## src/rtl/bcd_slice_pkg.sv

```systemverilog
package bcd_slice_pkg;
  localparam int DIGIT_W = 4;
  typedef logic [DIGIT_W-1:0] digit_t;
  localparam digit_t BIAS_SIX = digit_t'(6);
  localparam digit_t DIGIT_MAX = digit_t'(9);

  typedef enum logic {
    OP_ADD = 1'b0,
    OP_SUB = 1'b1
  } arith_op_e;
endpackage

```

## src/rtl/bcd_operand_bias.sv

```systemverilog
module bcd_operand_bias
  import bcd_slice_pkg::*;
(
  input  arith_op_e op,
  input  digit_t    b_raw,
  output digit_t    b_biased
);
  // Add: fold the +6 decimal correction in ahead of the adder.
  // Subtract: fifteen's complement, i.e. nine's complement plus six.
  always_comb begin
    if (op == OP_SUB) b_biased = ~b_raw;
    else              b_biased = b_raw + BIAS_SIX;
  end
endmodule

```

## src/rtl/bcd_digit_adder.sv

```systemverilog
module bcd_digit_adder
  import bcd_slice_pkg::*;
(
  input  digit_t a_dig,
  input  digit_t b_dig,
  input  logic   c_in,
  output digit_t sum,
  output logic   c_out
);
  logic [DIGIT_W:0] full;

  always_comb begin
    full  = {1'b0, a_dig} + {1'b0, b_dig} + {{DIGIT_W{1'b0}}, c_in};
    sum   = full[DIGIT_W-1:0];
    c_out = full[DIGIT_W];
  end
endmodule

```

## src/rtl/bcd_result_select.sv

```systemverilog
module bcd_result_select
  import bcd_slice_pkg::*;
(
  input  digit_t raw_sum,
  input  logic   adder_carry,
  output digit_t q_dig
);
  digit_t corrected;

  // Undo the pre-bias when the adder did not reach 0x10 (mod 16).
  always_comb begin
    corrected = raw_sum - BIAS_SIX;
    q_dig     = adder_carry ? raw_sum : corrected;
  end
endmodule

```

## src/rtl/bcd_digit_slice.sv

```systemverilog
module bcd_digit_slice
  import bcd_slice_pkg::*;
(
  input  arith_op_e op,
  input  digit_t    a_dig,
  input  digit_t    b_dig,
  input  logic      c_in,
  output digit_t    q_dig,
  output logic      c_out
);
  digit_t b_biased;
  digit_t raw_sum;
  logic   adder_carry;

  bcd_operand_bias i_bias (
    .op       (op),
    .b_raw    (b_dig),
    .b_biased (b_biased)
  );

  bcd_digit_adder i_adder (
    .a_dig (a_dig),
    .b_dig (b_biased),
    .c_in  (c_in),
    .sum   (raw_sum),
    .c_out (adder_carry)
  );

  bcd_result_select i_select (
    .raw_sum     (raw_sum),
    .adder_carry (adder_carry),
    .q_dig       (q_dig)
  );

  // The carry out of bit 3 is the decimal carry; correction never touches it.
  assign c_out = adder_carry;
endmodule

```

## src/rtl/bcd_chain_top.sv

```systemverilog
module bcd_chain_top
  import bcd_slice_pkg::*;
#(
  parameter int NUM_DIGITS = 4
) (
  input  logic                          clk,
  input  logic                          rst,
  input  logic                          sub_en,
  input  logic                          cin,
  input  logic [DIGIT_W*NUM_DIGITS-1:0] a_in,
  input  logic [DIGIT_W*NUM_DIGITS-1:0] b_in,
  output logic [DIGIT_W*NUM_DIGITS-1:0] q_out,
  output logic                          cout
);
  localparam int WORD_W = DIGIT_W * NUM_DIGITS;

  arith_op_e          op;
  logic [NUM_DIGITS:0] carry;
  logic [WORD_W-1:0]  q_next;

  assign op       = sub_en ? OP_SUB : OP_ADD;
  assign carry[0] = cin;

  for (genvar k = 0; k < NUM_DIGITS; k++) begin : g_digit
    digit_t a_k;
    digit_t b_k;
    digit_t q_k;

    assign a_k = a_in[k*DIGIT_W +: DIGIT_W];
    assign b_k = b_in[k*DIGIT_W +: DIGIT_W];

    bcd_digit_slice i_slice (
      .op    (op),
      .a_dig (a_k),
      .b_dig (b_k),
      .c_in  (carry[k]),
      .q_dig (q_k),
      .c_out (carry[k+1])
    );

    assign q_next[k*DIGIT_W +: DIGIT_W] = q_k;

    // add-mode digit carry follows the decimal sum threshold.
    assert_add_carry_R1 : assert property (@(posedge clk) disable iff (rst)
      (!sub_en && a_k <= DIGIT_MAX && b_k <= DIGIT_MAX) |->
        (carry[k+1] == (({1'b0, a_k} + {1'b0, b_k} + {4'd0, carry[k]}) >= 5'd10)));

    // subtract-mode carry is 1 exactly when no borrow is owed.
    assert_sub_borrow_R2 : assert property (@(posedge clk) disable iff (rst)
      (sub_en && a_k <= DIGIT_MAX && b_k <= DIGIT_MAX) |->
        (carry[k+1] == (({1'b0, a_k} + {4'd0, carry[k]}) >= ({1'b0, b_k} + 5'd1))));

    // worked subtract example, 9 - 0 with no borrow in.
    assert_sub_nine_R3 : assert property (@(posedge clk) disable iff (rst)
      (sub_en && a_k == 4'd9 && b_k == 4'd0 && carry[k]) |->
        (q_k == 4'd9 && carry[k+1]));

    // decimal inputs always give a decimal digit.
    assert_digit_valid_R9 : assert property (@(posedge clk) disable iff (rst)
      (a_k <= DIGIT_MAX && b_k <= DIGIT_MAX) |-> (q_k <= DIGIT_MAX));
  end

  always_ff @(posedge clk) begin
    if (rst) begin
      q_out <= '0;
      cout  <= 1'b0;
    end else begin
      q_out <= q_next;
      cout  <= carry[NUM_DIGITS];
    end
  end

  // reset clears the registered outputs on the following cycle.
  assert_reset_clear_R6 : assert property (@(posedge clk)
    rst |=> (q_out == '0 && !cout));

  // outputs hold between edges when the next value is unchanged.
  assert_hold_stable_R7 : assert property (@(posedge clk) disable iff (rst)
    ($stable(q_out) && $stable(q_next) && $stable(carry[NUM_DIGITS]) && !$past(rst))
      |=> $stable(q_out));
endmodule

```

## config.mk

```make
export PLATFORM = sky130hd
export DESIGN_NAME = bcd_chain_top
export DESIGN_NICKNAME = d
export VERILOG_FILES = /design/src/rtl/bcd_slice_pkg.sv /design/src/rtl/bcd_operand_bias.sv /design/src/rtl/bcd_digit_adder.sv /design/src/rtl/bcd_result_select.sv /design/src/rtl/bcd_digit_slice.sv /design/src/rtl/bcd_chain_top.sv
export SDC_FILE = /design/constraint.sdc
export NUM_CORES = 1
export LEC_CHECK = 0
export BUFFER_PORTS_ARGS = -buffer_cell sky130_fd_sc_hd__buf_2
export CAP_MARGIN = 20
export CORE_ASPECT_RATIO = 0.9
export CORE_MARGIN = 10
export CORE_UTILIZATION = 50
export DETAILED_ROUTE_END_ITERATION = 10
export PLACE_DENSITY = 0.82
export SETUP_SLACK_MARGIN = 0.2
export SKIP_CTS_REPAIR_TIMING = 1
export SLEW_MARGIN = 5
export SYNTH_ARGS = -nofsm -noshare
export SYNTH_HDL_FRONTEND = slang
export SYNTH_HIERARCHICAL = 1
export SYNTH_SLANG_ARGS = --single-unit
```

## constraint.sdc

```tcl
create_clock -name clk -period 7.55 [get_ports clk]
set_clock_uncertainty 0.2 [all_clocks]
set_input_delay 1.1325 -clock clk [delete_from_list [all_inputs] [get_ports clk]]
set_output_delay 1.1325 -clock clk [all_outputs]
set_load 0.01 [all_outputs]
```

==> flow_summary.yaml, run 1 <==
outcome:
  status: "finished, final reports clean"
finish:
  fin_cells: 246
  final_common_cell: "buf_2"
  fin_area_sq_um: 1810
  drive_gt1_share_pct: 35.9
  antenna_cells: 0
  synthToLayoutAreaGrowth_pct: 19.5
  utilization_pct: 64.4
  nets: 271
  layout_common_cells: "buf_2, inv_1, ha_1, dfxtp_1, xnor2_1"
worst_setup_path:
  end_kind: "flop"
  cp_max_fo: 12
  path_buf_inv: 6
  cp_slowest_stage_delay_ps: 430
  crit_path_top_delay_cell: "fa_1"
  required_ps: 7520
  crit_family: "adder cells"
  worst_path_most_repeated_cell: "fa_1"
  cp.arrival_ps: 6450
  critPathKind: "input pin to flop"
  start_kind: "input pin"
timing:
  fin_crit_sh_pct: 85.8
  maxSlewHeadroom_pct: 76.6
  rsz0062_at_grt: "false"
  finalSetupViolCount: 0
  worst_slack_ps: 1070
  slew_viol_final: 0
  worst_pin_slew_ps: 351
  hold_viol_final: 0
  fmax_mhz: 154
  finalSetupTns_ps: 0
  post-route-min-period_ps: 6480
  fin_hold_ws_ps: 994
power_and_ir_drop:
  ir_worst_vdd_mv: 0.0659
  leakagePower_nw: 1.00
  cellPowerDensity_nw_per_um2: 191
  p_total_mw: 0.346
route:
  wl_per_cell_microns: 11.4
  ant_nets: 0
  wl_mm: 2.80
  num_vias: 1080
  drtIter0Drc: 26
  met2WireLength_mm: 1.41
  drt-met1-wl_mm: 1.19
  top_layer: "met4"
  met3WireLength_microns: 170
  viasPerCell: 4.39
  drc: 0
  drt_first_pass_iters: 3
synthesis:
  synth_area_per_cell_sq_um: 9.78
  ys_seq_area_share_pct: 22.4
  synth_cell_type_count: 18
  postSynthCellCount: 155
  synth_area_sq_um: 1520
  ys_seq_elements: 17
  synth_fp_nets: 219
  synth_warnings: 6
clocking:
  cts.sinks: 17
  cts_tree: "built"
  root_buffer: "clkbuf_4"
  cts.htree.levels: 1
  clk_path_buf_depth: 2
  clkTransAtPathRegs_ps: 100
  cts_buffers: 3
global_routing:
  grtUsageTotal_pct: 10.1
  antenna_found_initial: 0
  overflow: 0
  grt_max_degree: 18
  grt_pass1_vias: 1129
  grt_pass1_wl_mm: 4.84
floorplan:
  start_util_pct: 53.9
  placementRows: 18
  core_sq_um: 2820
  die_h_microns: 72.2
  io_pins: 53
  dieArea_sq_um: 5640
  die_w_microns: 78.1
worst_hold_path:
  hold_path_class: "input pin to flop"
placement:
  dp_hpwl_mm: 2.58
  place_congestion: 0.781
  port_buffers: 52
  dp.cells: 242
  placed_area_sq_um: 1790
  dpl_worst_slack_ps: 734
run:
  maxCapViolCount: 0
flip-flops by register name, summed over array words and instances, names as in the netlist:
| register | flops |
|---|---|
| cout | 1 |
| q_out | 16 |
synth_stat cells:
cell,n,area [sq um]
nor2b_1,14,87.6
xor2_1,8,70.1
fa_1,8,160
buf_6,1,11.3
and2b_2,7,61.3
buf_4,4,30.0
dfxtp_1,17,340
xnor2_1,16,140
inv_1,28,105
mux2_4,4,60.1
nor2_1,4,15.0
a21o_1,4,30.0
mux2i_1,4,40.0
nand2b_1,4,25.0
nor2b_2,4,35.0
o21ai_0,4,20.0
a21oi_2,4,35.0
ha_1,20,250
power by group:
part / internal, mW / switching, mW / total (mW)
combinational: 0.0985 / 0.0847 / 0.183
clock: 0.0204 / 0.0253 / 0.0457
sequential: 0.112 / 0.00486 / 0.117
final cells by class:
type | instances | area [sq um]
well taps | 40 | 50.0
repair buffers | 52 | 260
flip-flops and latches | 17 | 340
fillers | 259 | 1000
multi-input cells | 105 | 1030
inverters | 28 | 105
clock buffers | 4 | 26.3
worst paths after layout:
| path | from | end | slack, ps | cells past startpoint |
|---|---|---|---|---|
| worst min-delay path | rst | q_out[14] | 990 | 2 |
| worst max-delay path | sub_en | q_out[14] | 1070 | 27 |
logic make-up after synthesis:
kind of cell    after synthesis  share of synthesized area, %
buf+inv                      33                          9.65
compound gates               12                          5.61
simple gates                 33                          14.8
flops                        17                          22.4
fa+ha+maj                    28                          27.1
mux                           8                          6.60
xor+xnor                     24                          13.9
layer usage:
layer	track usage (%)	vias up
met5	0	-
met4	3.58	0
met3	2.34	2
met2	18.6	29
met1	11.0	474
li1	-	575
Note: power is estimated with default switching activity, not from simulation.
==> run 2, diff against run 1 <==
RECOVER_POWER = 100   (was default)
==> flow_summary.yaml, run 2 (synthesis gave the netlist of run 1 again) <==
global_routing:
  grtUsageTotal_pct: 10.1
  grt_pass1_vias: 1129
  grt_pass1_wl_mm: 4.84
  antenna_found_initial: 0
  grt_max_degree: 18
  overflow: 0
finish:
  utilization_pct: 63.1
  largest-register: "q_out"
  top_regs: "q_out: 16 flops, cout: 1 flops"
  final_common_cell: "buf_2"
  layout_common_cells: "buf_2, inv_1, ha_1, clkbuf_1, dfxtp_1"
  drive_gt1_share_pct: 25.7
  fin_cells: 246
  nets: 271
  largest_register_ffs: 16
  synthToLayoutAreaGrowth_pct: 17.1
  antenna_cells: 0
clocking:
  clk_path_buf_depth: 2
  root_buffer: "clkbuf_4"
  cts_buffers: 3
  cts.htree.levels: 1
  cts_tree: "built"
  cts.sinks: 17
  clkTransAtPathRegs_ps: 100
floorplan:
  dieArea_sq_um: 5640
  io_pins: 53
  die_w_microns: 78.1
  die_h_microns: 72.2
  core_sq_um: 2820
  start_util_pct: 53.9
  placementRows: 18
timing:
  post-route-min-period_ps: 6460
  fmax_mhz: 155
  rsz0062_at_grt: "false"
  hold_viol_final: 0
  fin_hold_ws_ps: 995
  slew_viol_final: 0
  fin_crit_sh_pct: 85.6
  maxSlewHeadroom_pct: 76.5
  finalSetupTns_ps: 0
  worst_pin_slew_ps: 352
  finalSetupViolCount: 0
power_and_ir_drop:
  ir_worst_vdd_mv: 0.0655
  leakagePower_nw: 0.924
  cellPowerDensity_nw_per_um2: 187
placement:
  port_buffers: 52
  dp_hpwl_mm: 2.58
  place_congestion: 0.781
  dp.cells: 242
route:
  viasPerCell: 4.40
  ant_nets: 0
  drc: 0
  drt_first_pass_iters: 3
  wl_per_cell_microns: 11.6
  num_vias: 1082
  drtIter0Drc: 27
  wl_mm: 2.85
worst_setup_path:
  start_kind: "input pin"
  end_kind: "flop"
  crit_path_top_delay_cell: "fa_1"
  cp.arrival_ps: 6430
  cp_slowest_stage_delay_ps: 430
  required_ps: 7520
  critPathKind: "input pin to flop"
  worst_path_most_repeated_cell: "fa_1"
  cp_max_fo: 12
outcome:
  status: "finished, final reports clean"
worst_hold_path:
  hold_path_class: "input pin to flop"
run:
  maxCapViolCount: 0
-- run 2: metal layers --
layer | GRT usage [%] | up-vias | wire length [microns]
li1 | - | 575 | -
met1 | 11.0 | 476 | 1220
met2 | 18.6 | 29 | 1420
met3 | 2.34 | 2 | 181
met4 | 3.58 | 0 | 34
met5 | 0 | - | 0
-- run 2: cell type report --
type                            instances  area (sq um)
Clock buffer                            4          26.3
Fill cell                             272          1040
Inverter                               28           105
Multi-Input combinational cell        105          1010
Sequential cell                        17           340
Tap cell                               40          50.0
Timing Repair Buffer                   52           239
-- run 2: stage by stage --
step | cell area, sq um | setup WS [ps] | power (mW)
after floorplan | 1520 | 1470 | 0.261
after global placement | 1790 | 904 | 0.299
after detailed placement | 1790 | 734 | 0.307
after CTS | 1810 | 1040 | 0.353
after global routing | 1780 | 616 | 0.367
final | 1780 | 1090 | 0.332
-- run 2: path summary, 6_finish.rpt --
kind / from / cells past startpoint / to
setup / recovery: sub_en / 27 / q_out[14]
hold / removal: rst / 2 / q_out[14]
-- run 2: worst max-delay path: cells and delay by family --
family          cells  cell delay (ps)
simple gates        7              770
fa+ha+maj           9             2910
buf+inv             6              750
xor+xnor            1              140
mux                 1              280
compound gates      3              450
-- run 2: power breakdown --
part / switching, mW / internal [mW]
Sequential: 0.00560 / 0.112
Clock: 0.0253 / 0.0204
Combinational: 0.0848 / 0.0833
Total: 0.116 / 0.216
